<file path="src/rtl/naddr_pkg.sv">
package naddr_pkg;
  typedef enum logic [1:0] {
    OP_NOP  = 2'd0,
    OP_COL  = 2'd1,
    OP_PAGE = 2'd2,
    OP_USER = 2'd3
  } naddr_op_e;

  typedef enum logic [1:0] {
    ST_IDLE = 2'd0,
    ST_LO   = 2'd1,
    ST_HI   = 2'd2,
    ST_DONE = 2'd3
  } naddr_st_e;
endpackage

</file>
<file path="src/rtl/naddr_former.sv">
module naddr_former
  import naddr_pkg::*;
#(
  parameter int BLK_W = 16,
  parameter int PG_W  = 6,
  parameter int COL_W = 12,
  parameter int BC_W  = 12
) (
  input  logic [1:0]       op,
  input  logic             wide_page,
  input  logic [1:0]       alen,
  input  logic [BLK_W-1:0] block_idx,
  input  logic [PG_W-1:0]  page_idx,
  input  logic [COL_W-1:0] col_idx,
  input  logic [BC_W-1:0]  bcount,
  input  logic [7:0]       user_byte,
  output logic [31:0]      word,
  output logic [2:0]       nbytes
);
  localparam int PA_W = BLK_W + PG_W;

  logic [31:0] page_word;
  logic [31:0] col_word;

  always_comb begin
    page_word = '0;
    page_word[PA_W-1:0] = {block_idx, page_idx};
    col_word = '0;
    if (bcount != '0) col_word[COL_W-1:0] = col_idx;
  end

  always_comb begin
    word   = '0;
    nbytes = 3'd1;
    unique case (naddr_op_e'(op))
      OP_COL: begin
        word   = col_word;
        nbytes = wide_page ? 3'd2 : 3'd1;
      end
      OP_PAGE: begin
        word = page_word;
        unique case (alen)
          2'd0:    nbytes = 3'd2;
          2'd1:    nbytes = 3'd3;
          default: nbytes = 3'd4;
        endcase
      end
      OP_USER: begin
        word   = {24'd0, user_byte};
        nbytes = 3'd1;
      end
      default: begin
        word   = '0;
        nbytes = 3'd1;
      end
    endcase
  end
endmodule

</file>
<file path="src/rtl/naddr_mbox_ptr.sv">
module naddr_mbox_ptr (
  input  logic        clk,
  input  logic        rst_n,
  input  logic        clear,
  input  logic        adv_ins,
  input  logic        adv_wrs,
  input  logic [31:0] mbox,
  output logic [7:0]  cur_byte
);
  localparam logic [2:0] PTR_END = 3'd4;

  logic [2:0] ptr;
  logic [2:0] step;
  logic [3:0] sum;

  always_comb begin
    step = {2'b00, adv_ins} + {2'b00, adv_wrs};
    sum  = {1'b0, ptr} + {1'b0, step};
  end

  always_ff @(posedge clk) begin
    if (!rst_n || clear) ptr <= '0;
    else if (sum > {1'b0, PTR_END}) ptr <= PTR_END;
    else ptr <= sum[2:0];
  end

  always_comb begin
    if (ptr[2]) cur_byte = 8'h00;
    else cur_byte = mbox[{ptr[1:0], 3'b000} +: 8];
  end
endmodule

</file>
<file path="src/rtl/naddr_strobe_timer.sv">
module naddr_strobe_timer
  import naddr_pkg::*;
#(
  parameter int TW = 4
) (
  input  logic          clk,
  input  logic          rst_n,
  input  logic          start,
  input  logic [2:0]    nbytes,
  input  logic [TW-1:0] lo_len,
  input  logic [TW-1:0] hi_len,
  output logic          busy,
  output logic          slot,
  output logic          low_phase,
  output logic          step,
  output logic          done
);
  naddr_st_e     st;
  logic [TW-1:0] cnt;
  logic [TW-1:0] lo_q;
  logic [TW-1:0] hi_q;
  logic [2:0]    left;

  always_ff @(posedge clk) begin
    if (!rst_n) begin
      st   <= ST_IDLE;
      cnt  <= '0;
      lo_q <= '0;
      hi_q <= '0;
      left <= '0;
    end else begin
      unique case (st)
        ST_IDLE: if (start) begin
          st   <= ST_LO;
          cnt  <= '0;
          lo_q <= lo_len;
          hi_q <= hi_len;
          left <= nbytes - 3'd1;
        end
        ST_LO: begin
          if (cnt == lo_q) begin
            st  <= ST_HI;
            cnt <= '0;
          end else cnt <= cnt + 1'b1;
        end
        ST_HI: begin
          if (cnt == hi_q) begin
            cnt <= '0;
            if (left == 3'd0) st <= ST_DONE;
            else begin
              st   <= ST_LO;
              left <= left - 3'd1;
            end
          end else cnt <= cnt + 1'b1;
        end
        default: st <= ST_IDLE;
      endcase
    end
  end

  always_comb begin
    busy      = (st != ST_IDLE);
    slot      = (st == ST_LO) || (st == ST_HI);
    low_phase = (st == ST_LO);
    step      = (st == ST_HI) && (cnt == hi_q) && (left != 3'd0);
    done      = (st == ST_DONE);
  end
endmodule

</file>
<file path="src/rtl/nand_addr_gen.sv">
module nand_addr_gen
  import naddr_pkg::*;
#(
  parameter int BLK_W = 16,
  parameter int PG_W  = 6,
  parameter int COL_W = 12,
  parameter int BC_W  = 12,
  parameter int TW    = 4
) (
  input  logic             clk,
  input  logic             rst_n,
  input  logic             ins_valid,
  output logic             ins_ready,
  input  logic [1:0]       ins_op,
  input  logic             seq_start,
  input  logic             wrs_adv,
  input  logic             cfg_wide_page,
  input  logic [1:0]       cfg_alen,
  input  logic [BLK_W-1:0] cfg_block,
  input  logic [PG_W-1:0]  cfg_page,
  input  logic [COL_W-1:0] cfg_col,
  input  logic [BC_W-1:0]  cfg_bcount,
  input  logic [31:0]      mbox,
  input  logic [TW-1:0]    cfg_we_lo,
  input  logic [TW-1:0]    cfg_we_hi,
  output logic [7:0]       bus_data,
  output logic             ale,
  output logic             we_n,
  output logic             done
);
  logic        accept;
  logic        busy;
  logic        slot;
  logic        low_phase;
  logic        step;
  logic [7:0]  user_byte;
  logic [31:0] word;
  logic [2:0]  nbytes;
  logic [31:0] sh;
  logic        addr_q;

  assign ins_ready = !busy;
  assign accept    = ins_valid && ins_ready;

  naddr_mbox_ptr u_ptr (
    .clk      (clk),
    .rst_n    (rst_n),
    .clear    (seq_start),
    .adv_ins  (accept && (ins_op == OP_USER)),
    .adv_wrs  (wrs_adv),
    .mbox     (mbox),
    .cur_byte (user_byte)
  );

  naddr_former #(
    .BLK_W(BLK_W), .PG_W(PG_W), .COL_W(COL_W), .BC_W(BC_W)
  ) u_form (
    .op        (ins_op),
    .wide_page (cfg_wide_page),
    .alen      (cfg_alen),
    .block_idx (cfg_block),
    .page_idx  (cfg_page),
    .col_idx   (cfg_col),
    .bcount    (cfg_bcount),
    .user_byte (user_byte),
    .word      (word),
    .nbytes    (nbytes)
  );

  naddr_strobe_timer #(.TW(TW)) u_tmr (
    .clk       (clk),
    .rst_n     (rst_n),
    .start     (accept),
    .nbytes    (nbytes),
    .lo_len    (cfg_we_lo),
    .hi_len    (cfg_we_hi),
    .busy      (busy),
    .slot      (slot),
    .low_phase (low_phase),
    .step      (step),
    .done      (done)
  );

  always_ff @(posedge clk) begin
    if (!rst_n) begin
      sh     <= '0;
      addr_q <= 1'b0;
    end else if (accept) begin
      sh     <= word;
      addr_q <= (ins_op != OP_NOP);
    end else if (step) begin
      sh <= {8'd0, sh[31:8]};
    end
  end

  always_comb begin
    ale      = slot && addr_q;
    we_n     = !(low_phase && addr_q);
    bus_data = ale ? sh[7:0] : 8'h00;
  end
endmodule

</file>
<file path="config.mk">
export PLATFORM = sky130hd
export DESIGN_NAME = nand_addr_gen
export DESIGN_NICKNAME = d
export VERILOG_FILES = /design/src/rtl/naddr_pkg.sv /design/src/rtl/naddr_former.sv /design/src/rtl/naddr_mbox_ptr.sv /design/src/rtl/naddr_strobe_timer.sv /design/src/rtl/nand_addr_gen.sv
export SDC_FILE = /design/constraint.sdc
export NUM_CORES = 1
export LEC_CHECK = 0
export BUFFER_PORTS_ARGS = -buffer_cell sky130_fd_sc_hd__buf_2
export CORE_MARGIN = 10
export CORE_UTILIZATION = 45
export DETAILED_ROUTE_END_ITERATION = 7
export PLACE_DENSITY = 0.75
export SYNTH_ARGS = -nofsm -noshare
export SYNTH_HDL_FRONTEND = slang
export SYNTH_SLANG_ARGS = --single-unit
</file>
<file path="constraint.sdc">
create_clock -name clk -period 5 [get_ports clk]
set_input_delay 1.5 -clock clk [delete_from_list [all_inputs] [get_ports clk]]
set_output_delay 1.5 -clock clk [all_outputs]
set_load 0.05 [all_outputs]
</file>
==> results.toml, run 1 <==
[status]
outcome = "completed"

[floorplan]
dieArea_sq_um = 9450
die_w_um = 97.2
floorplan.initialDensity_pct = 45.8
core_region_area_sq_um = 5850
fp-row-count = 28
floorplan.die.height_um = 97.2
top_level_ports = 108

[synthesis]
yosys_most_used_dff = "dfxtp_1"
synth_seq_area_share_pct = 32.1
yosysUniqueCellTypes = 47
synth.top_cells.by_area = "dfxtp_1 (32%), mux2_2 (6.7%), nand2_1 (6.3%), ha_1 (6.1%), a22oi_1 (5.0%)"
post_synthesis_cell_area_sq_um = 2680
yosys_register_bits = 43
postSynthNetCount = 432
netlist.area_leader.share_pct = 32.1
most_numerous_cell_in_the_yosys_netlist = "nand2_1"
synth_enable_flop_cells = 0
synthDominantAreaCellType = "dfxtp_1"
ys.warnings.count = 0
ys_async_sr_fraction_pct = 0
synth.top_cells.by_count = "nand2_1 (45), dfxtp_1 (43), o21ai_0 (23), a22oi_1 (18)"
syn_area_per_cell_sq_um = 8.33
syn-instance-count = 322

[timing]
final.min_clock_period_ns = 3.39
rsz0062_at_grt = "no"
max-slew-margin-rel_pct = 26.7
fmax_mhz = 295
report.final.slew_viol_count = 0
fin_worst_skew_ns = 0.00612
final.setup.tns_ns = 0
final.period_utilization_pct = 67.9
setup_viol = 0
timing.final.hold_violations = 0
tightest_slew_ns = 1.09

[worst_hold_path]
min_path_cells = 2
worst_hold_check_path_type = "reg -> reg"

[cells_and_area]
fillers = 560
drive_gt1_share_pct = 32.1
area.growth.synth_to_final_pct = 24.3
fin_nets = 527
antenna_cells = 0

[global_routing]
grt_max_degree = 47
global_route.overflow_total = 0
grt_pass1_vias = 2774
grt_use_total_pct = 16.9
wire_length_of_the_first_global_routing_pass_um = 13500
grt_antenna_before_repair = 0

[drt]
detail-route-antenna-nets = 0
avgRoutedWirePerCell_um = 16.4
detailedRoute.firstIterationViolations = 204
detailedRoute.firstPassIterationCount = 7
drc_violation_count_after_routing = 0
drt-vias-per-instance = 5.59
num_vias = 2751
wl_um = 8090

[power]
total_power_w = 0.00124
vdd_drop_max_v = 0.000240
p_leak_nw = 1.58
power.density_nw_per_um2 = 372

[clock_tree]
ctsHoldBuffers = 0
post_cts.repair.setup_buffers = 0
tritoncts = "yes"
tritoncts_num_sinks = 43
clock_path_buffers = 2
cts.repair.resized = 0
worstSkewPairLatency_ns = 0.30
clkSlewWorstSetupHoldPaths_ns = 0.08
cts_max_level = 2
cts_inserted_buffers = 5
cts-root-buf = "clkbuf_8"

[setup_path]
worst-endpoint-required_ns = 3.50
worst-r2r-cell-count = 11
critical_path_arrival_ns = 1.89
cp-end-kind = "output port"
cp-start-kind = "flop"
setup.worst_path.class = "reg -> out"
worst_path_fanout_max = 12

[place]
portBuffers = 107
place.gp.congestion = 0.811
place.detailed.hpwl_um = 6420

[job]
max-cap-violations = 0
cells in the final DEF, fill, tap and decap left out, types with 3 or more instances in the layout:
cell type	n
nor2_1	12
or3_1	8
a21boi_0	10
xor2_1	8
dfxtp_1	43
o21ai_0	23
a222oi_1	8
a21oi_1	11
buf_2	107
mux2_2	16
mux2i_1	3
nor2b_1	10
nand3_1	3
nor4_1	3
clkbuf_8	6
inv_1	12
and3_1	14
nor3b_1	6
nand2_1	45
a22oi_1	18
nand2b_1	3
ha_1	13
per-stage QoR:
stage / instances / setup slack (ns) / instance area, sq um / util, % / hold slack, ns
after floorplan: 322 / 1.85 / 2680 / - / 0.455
after global placement: 485 / 1.66 / 3250 / 55.5 / 0.467
after detailed placement: 485 / 1.59 / 3250 / 55.5 / 0.477
after CTS: 492 / 1.61 / 3330 / 57.0 / 0.488
after global routing: 492 / 1.52 / 3330 / 57.0 / 0.512
final: 492 / 1.61 / 3330 / 57.0 / 0.480
critical path, stage by stage, from the launching register on:
cell and delay (ns):
dfxtp_1 0.39, inv_1 0.10, ha_1 0.57, and3_1 0.26, buf_2 0.28
path summary, 6_finish.rpt:
path                    to          start  slack (ns)
min          u_tmr.lo_q[0]  u_tmr.lo_q[0]        0.48
max            bus_data[0]    u_tmr.st[0]        1.61
min reg2reg  u_tmr.lo_q[0]  u_tmr.lo_q[0]        0.48
max reg2reg   u_ptr.ptr[1]    u_tmr.st[0]        2.53
cell type report:
type	instances	area, sq um	area share, %
Multi-Input combinational cell	247	1700	51.1
Clock inverter	1	5.00	0.150
Clock buffer	6	82.6	2.48
Timing Repair Buffer	108	543	16.3
Inverter	12	45.0	1.35
Tap cell	75	93.8	2.82
Sequential cell	43	861	25.8
logic make-up after synthesis:
group,Yosys count,share of synthesized area [%]
flip-flops,43,32.1
AND/OR/NAND/NOR,117,22.9
buffers and inverters,32,4.62
AO/OA/AOI/OAI,87,22.5
XOR/XNOR,10,3.27
adder cells (fa/ha/maj),14,6.81
multiplexers,19,7.84
report_power, final:
part / total, W / internal, W / switching [W]
Combinational: 0.000545 / 0.000201 / 0.000344
Clock: 0.000222 / 0.000108 / 0.000113
Sequential: 0.000474 / 0.000418 / 0.0000565
Total: 0.00124 / 0.000727 / 0.000513
layer usage:
metal / GRT usage (%) / routed length (um) / up-vias
li1: - / - / 1360
met1: 20.4 / 3590 / 1268
met2: 28.0 / 3730 / 113
met3: 5.19 / 654 / 10
met4: 4.65 / 116 / 0
met5: 0 / 0 / -
sequential cells by signal (all words and copies together), names as in the netlist:
signal / count
sh: 22
u_tmr.cnt: 4
u_tmr.hi_q: 4
u_tmr.lo_q: 4
u_ptr.ptr: 3
u_tmr.left: 3
u_tmr.st: 2
addr_q: 1
No activity file was read; power rests on OpenSTA's default activity.
==> run 2: changes to the inputs <==
Settings changed: ABC_AREA set to 1, PLACE_DENSITY 0.75 to 0.74.
Clock period 5 ns to 3.2 ns, I/O delays scaled along.
==> run 2 against run 1 <==
  * Synthesized cell count up 44%
  * Critical endpoint is now bus_data[2]
  * Largest power group unchanged
  * Combinational power grew 71%
  * Total power grew 63%
  * Sequential power up 55%
  * Core utilization up 1.0 points
  * Largest cell class unchanged
==> results.toml, run 2 <==
[status]
outcome = "completed"

[cells_and_area]
drive_gt1_share_pct = 24.0
multiInputGateArea_sq_um = 1710
finish.utilization_pct = 58.0
area.growth.synth_to_final_pct = 22.9
most_used_cells_in_the_layout_excluding_fill_and_tap_cells = "nand2_1 (155), buf_2 (107), a21oi_1 (47), dfxtp_1 (43), nand3_1 (42)"
fin_nets = 672
most_common_library_cell_in_the_layout_ignoring_fill_and_taps = "nand2_1"
antenna_cells = 0
largest_register_ffs = 22
regArea_sq_um = 861
stdcell_area_sq_um = 3490
fillers = 632
regMostFlops = "sh"

[floorplan]
core_region_area_sq_um = 6030
top_level_ports = 108
die_w_um = 99.5
fp-row-count = 28
floorplan.initialDensity_pct = 47.2
floorplan.die.height_um = 99.5
dieArea_sq_um = 9900

[setup_path]
worst_path_fanout_max = 9
cp-end-kind = "output port"
worst-endpoint-required_ns = 2.24
setup.worst_path.class = "reg -> out"
crit_path_cell_trace = "inv_1, ha_1, nand2_1, nor2_1, buf_2"
critPathMaxStageDelay_ns = 0.40
worst_path_max_delay_cell = "dfxtp_1"
critical_path_arrival_ns = 1.87
cp-start-kind = "flop"

[synthesis]
synth.top_cells.by_count = "nand2_1 (155), a21oi_1 (47), dfxtp_1 (43), nand3_1 (42), inv_1 (37)"
synth.top_cells.by_area = "dfxtp_1 (30%), nand2_1 (20%), a21oi_1 (8.3%), nand3_1 (7.4%), ha_1 (5.7%)"
synth_seq_area_share_pct = 30.3
ys_async_sr_fraction_pct = 0
yosys_register_bits = 43
netlist.area_leader.share_pct = 30.3
synthDominantAreaCellType = "dfxtp_1"
postSynthNetCount = 573
yosysUniqueCellTypes = 30
ys.warnings.count = 0
most_numerous_cell_in_the_yosys_netlist = "nand2_1"
syn-instance-count = 463
synth_enable_flop_cells = 0
post_synthesis_cell_area_sq_um = 2840
syn_area_per_cell_sq_um = 6.14
yosys_most_used_dff = "dfxtp_1"

[timing]
final.min_clock_period_ns = 2.83
rsz0062_at_grt = "no"
final_critical_path_setup_slack_ns = 0.366
fmax_mhz = 353
setup_viol = 0
report.final.slew_viol_count = 0
max-slew-margin-rel_pct = 42.9
fin_worst_skew_ns = 0.00257
final.period_utilization_pct = 88.6
timing.final.hold_violations = 0
tightest_slew_ns = 0.853
final.setup.tns_ns = 0

[clock_tree]
tritoncts_num_sinks = 43
worstSkewPairLatency_ns = 0.29
clkSlewWorstSetupHoldPaths_ns = 0.08
cts-root-buf = "clkbuf_8"
ctsHoldBuffers = 0
tritoncts = "yes"
cts_inserted_buffers = 5
clock_path_buffers = 2
cts.repair.resized = 0
cts_max_level = 2
post_cts.repair.setup_buffers = 0

[worst_hold_path]
worst_hold_check_path_type = "reg -> reg"

[power]
power.density_nw_per_um2 = 579
vdd_drop_max_v = 0.000366
p_leak_nw = 1.78

[global_routing]
wire_length_of_the_first_global_routing_pass_um = 13700
global_route.overflow_total = 0
grt_antenna_before_repair = 0
grt_max_degree = 47
grt_use_total_pct = 16.4
grt_pass1_vias = 3024

[drt]
num_vias = 3222
drc_violation_count_after_routing = 0
avgRoutedWirePerCell_um = 13.4
wl_um = 8540
detailedRoute.firstPassIterationCount = 4
detail-route-antenna-nets = 0
detailedRoute.firstIterationViolations = 208
drt-vias-per-instance = 5.06

[job]
max-cap-violations = 0

[place]
placement.cell_area_sq_um = 3410
portBuffers = 107
place.detailed.hpwl_um = 6710
place_worst_setup_slack_ns = 0.414
place.gp.congestion = 0.864
[run 2: cell count changes in the layout (fill, tap and decap cells not counted), sizes merged, moves of 10 or more]
cell and change:
a21boi -11, a21oi +36, a22oi -17, and3 -14
inv +34, mux2 -16, nand2 +111, nand3 +40
nor2 +27, nor2b -10, o21ai +13
[run 2: layout make-up]
class | count | area share [%]
Clock inverter | 1 | 0.143
Sequential cell | 43 | 24.6
Timing Repair Buffer | 111 | 16.2
Inverter | 48 | 5.16
Tap cell | 75 | 2.69
Clock buffer | 6 | 2.36
Multi-Input combinational cell | 353 | 48.8
[run 2: cells by family (layout without fill, tap and decap cells)]
logic type	Yosys count	after routing	synth area share (%)
and+or+nand+nor	246	246	36.4
AOI/OAI and AO/OA	90	90	16.2
buffers and inverters	67	166	9.72
DFF	43	43	30.3
adders and majority gates	14	14	6.42
xor gates and xnor gates	3	3	0.924
[run 2: worst paths after layout]
kind,startpoint,endpoint,slack (ns),cells after the start
setup / recovery,u_tmr.st[0],bus_data[2],0.37,5
hold / removal,sh[19],sh[19],0.47,2
setup reg to reg,u_tmr.st[0],sh[7],0.80,7
hold reg to reg,sh[19],sh[19],0.47,2
[run 2: where the power goes]
group | switching [W] | internal (W) | total [W]
combinational | 0.000612 | 0.000323 | 0.000934
clock | 0.000182 | 0.000169 | 0.000352
sequential | 0.0000702 | 0.000665 | 0.000736
[run 2: worst max-delay path: cells and delay by family (launching register included)]
kind	cells	cell delay (ns)
buf+inv	2	0.42
simple gates	2	0.45
flops	1	0.40
fa+ha+maj	1	0.31
[run 2: through the flow]
| step | hold WS, ns | power, W | instances |
|---|---|---|---|
| after global placement | 0.449 | 0.00165 | 630 |
| after global routing | 0.492 | 0.00219 | 637 |
| after CTS | 0.465 | 0.00203 | 637 |
| after floorplan | 0.437 | 0.00146 | 463 |
| final | 0.466 | 0.00202 | 637 |
| after detailed placement | 0.455 | 0.00167 | 630 |
[run 2: routing by layer]
layer | up-vias | GRT usage [%] | wire, um
met4 | 0 | 5.18 | 145
li1 | 1676 | - | -
met2 | 98 | 28.1 | 4120
met1 | 1434 | 19.7 | 3790
met3 | 14 | 3.88 | 481
met5 | - | 0 | 0
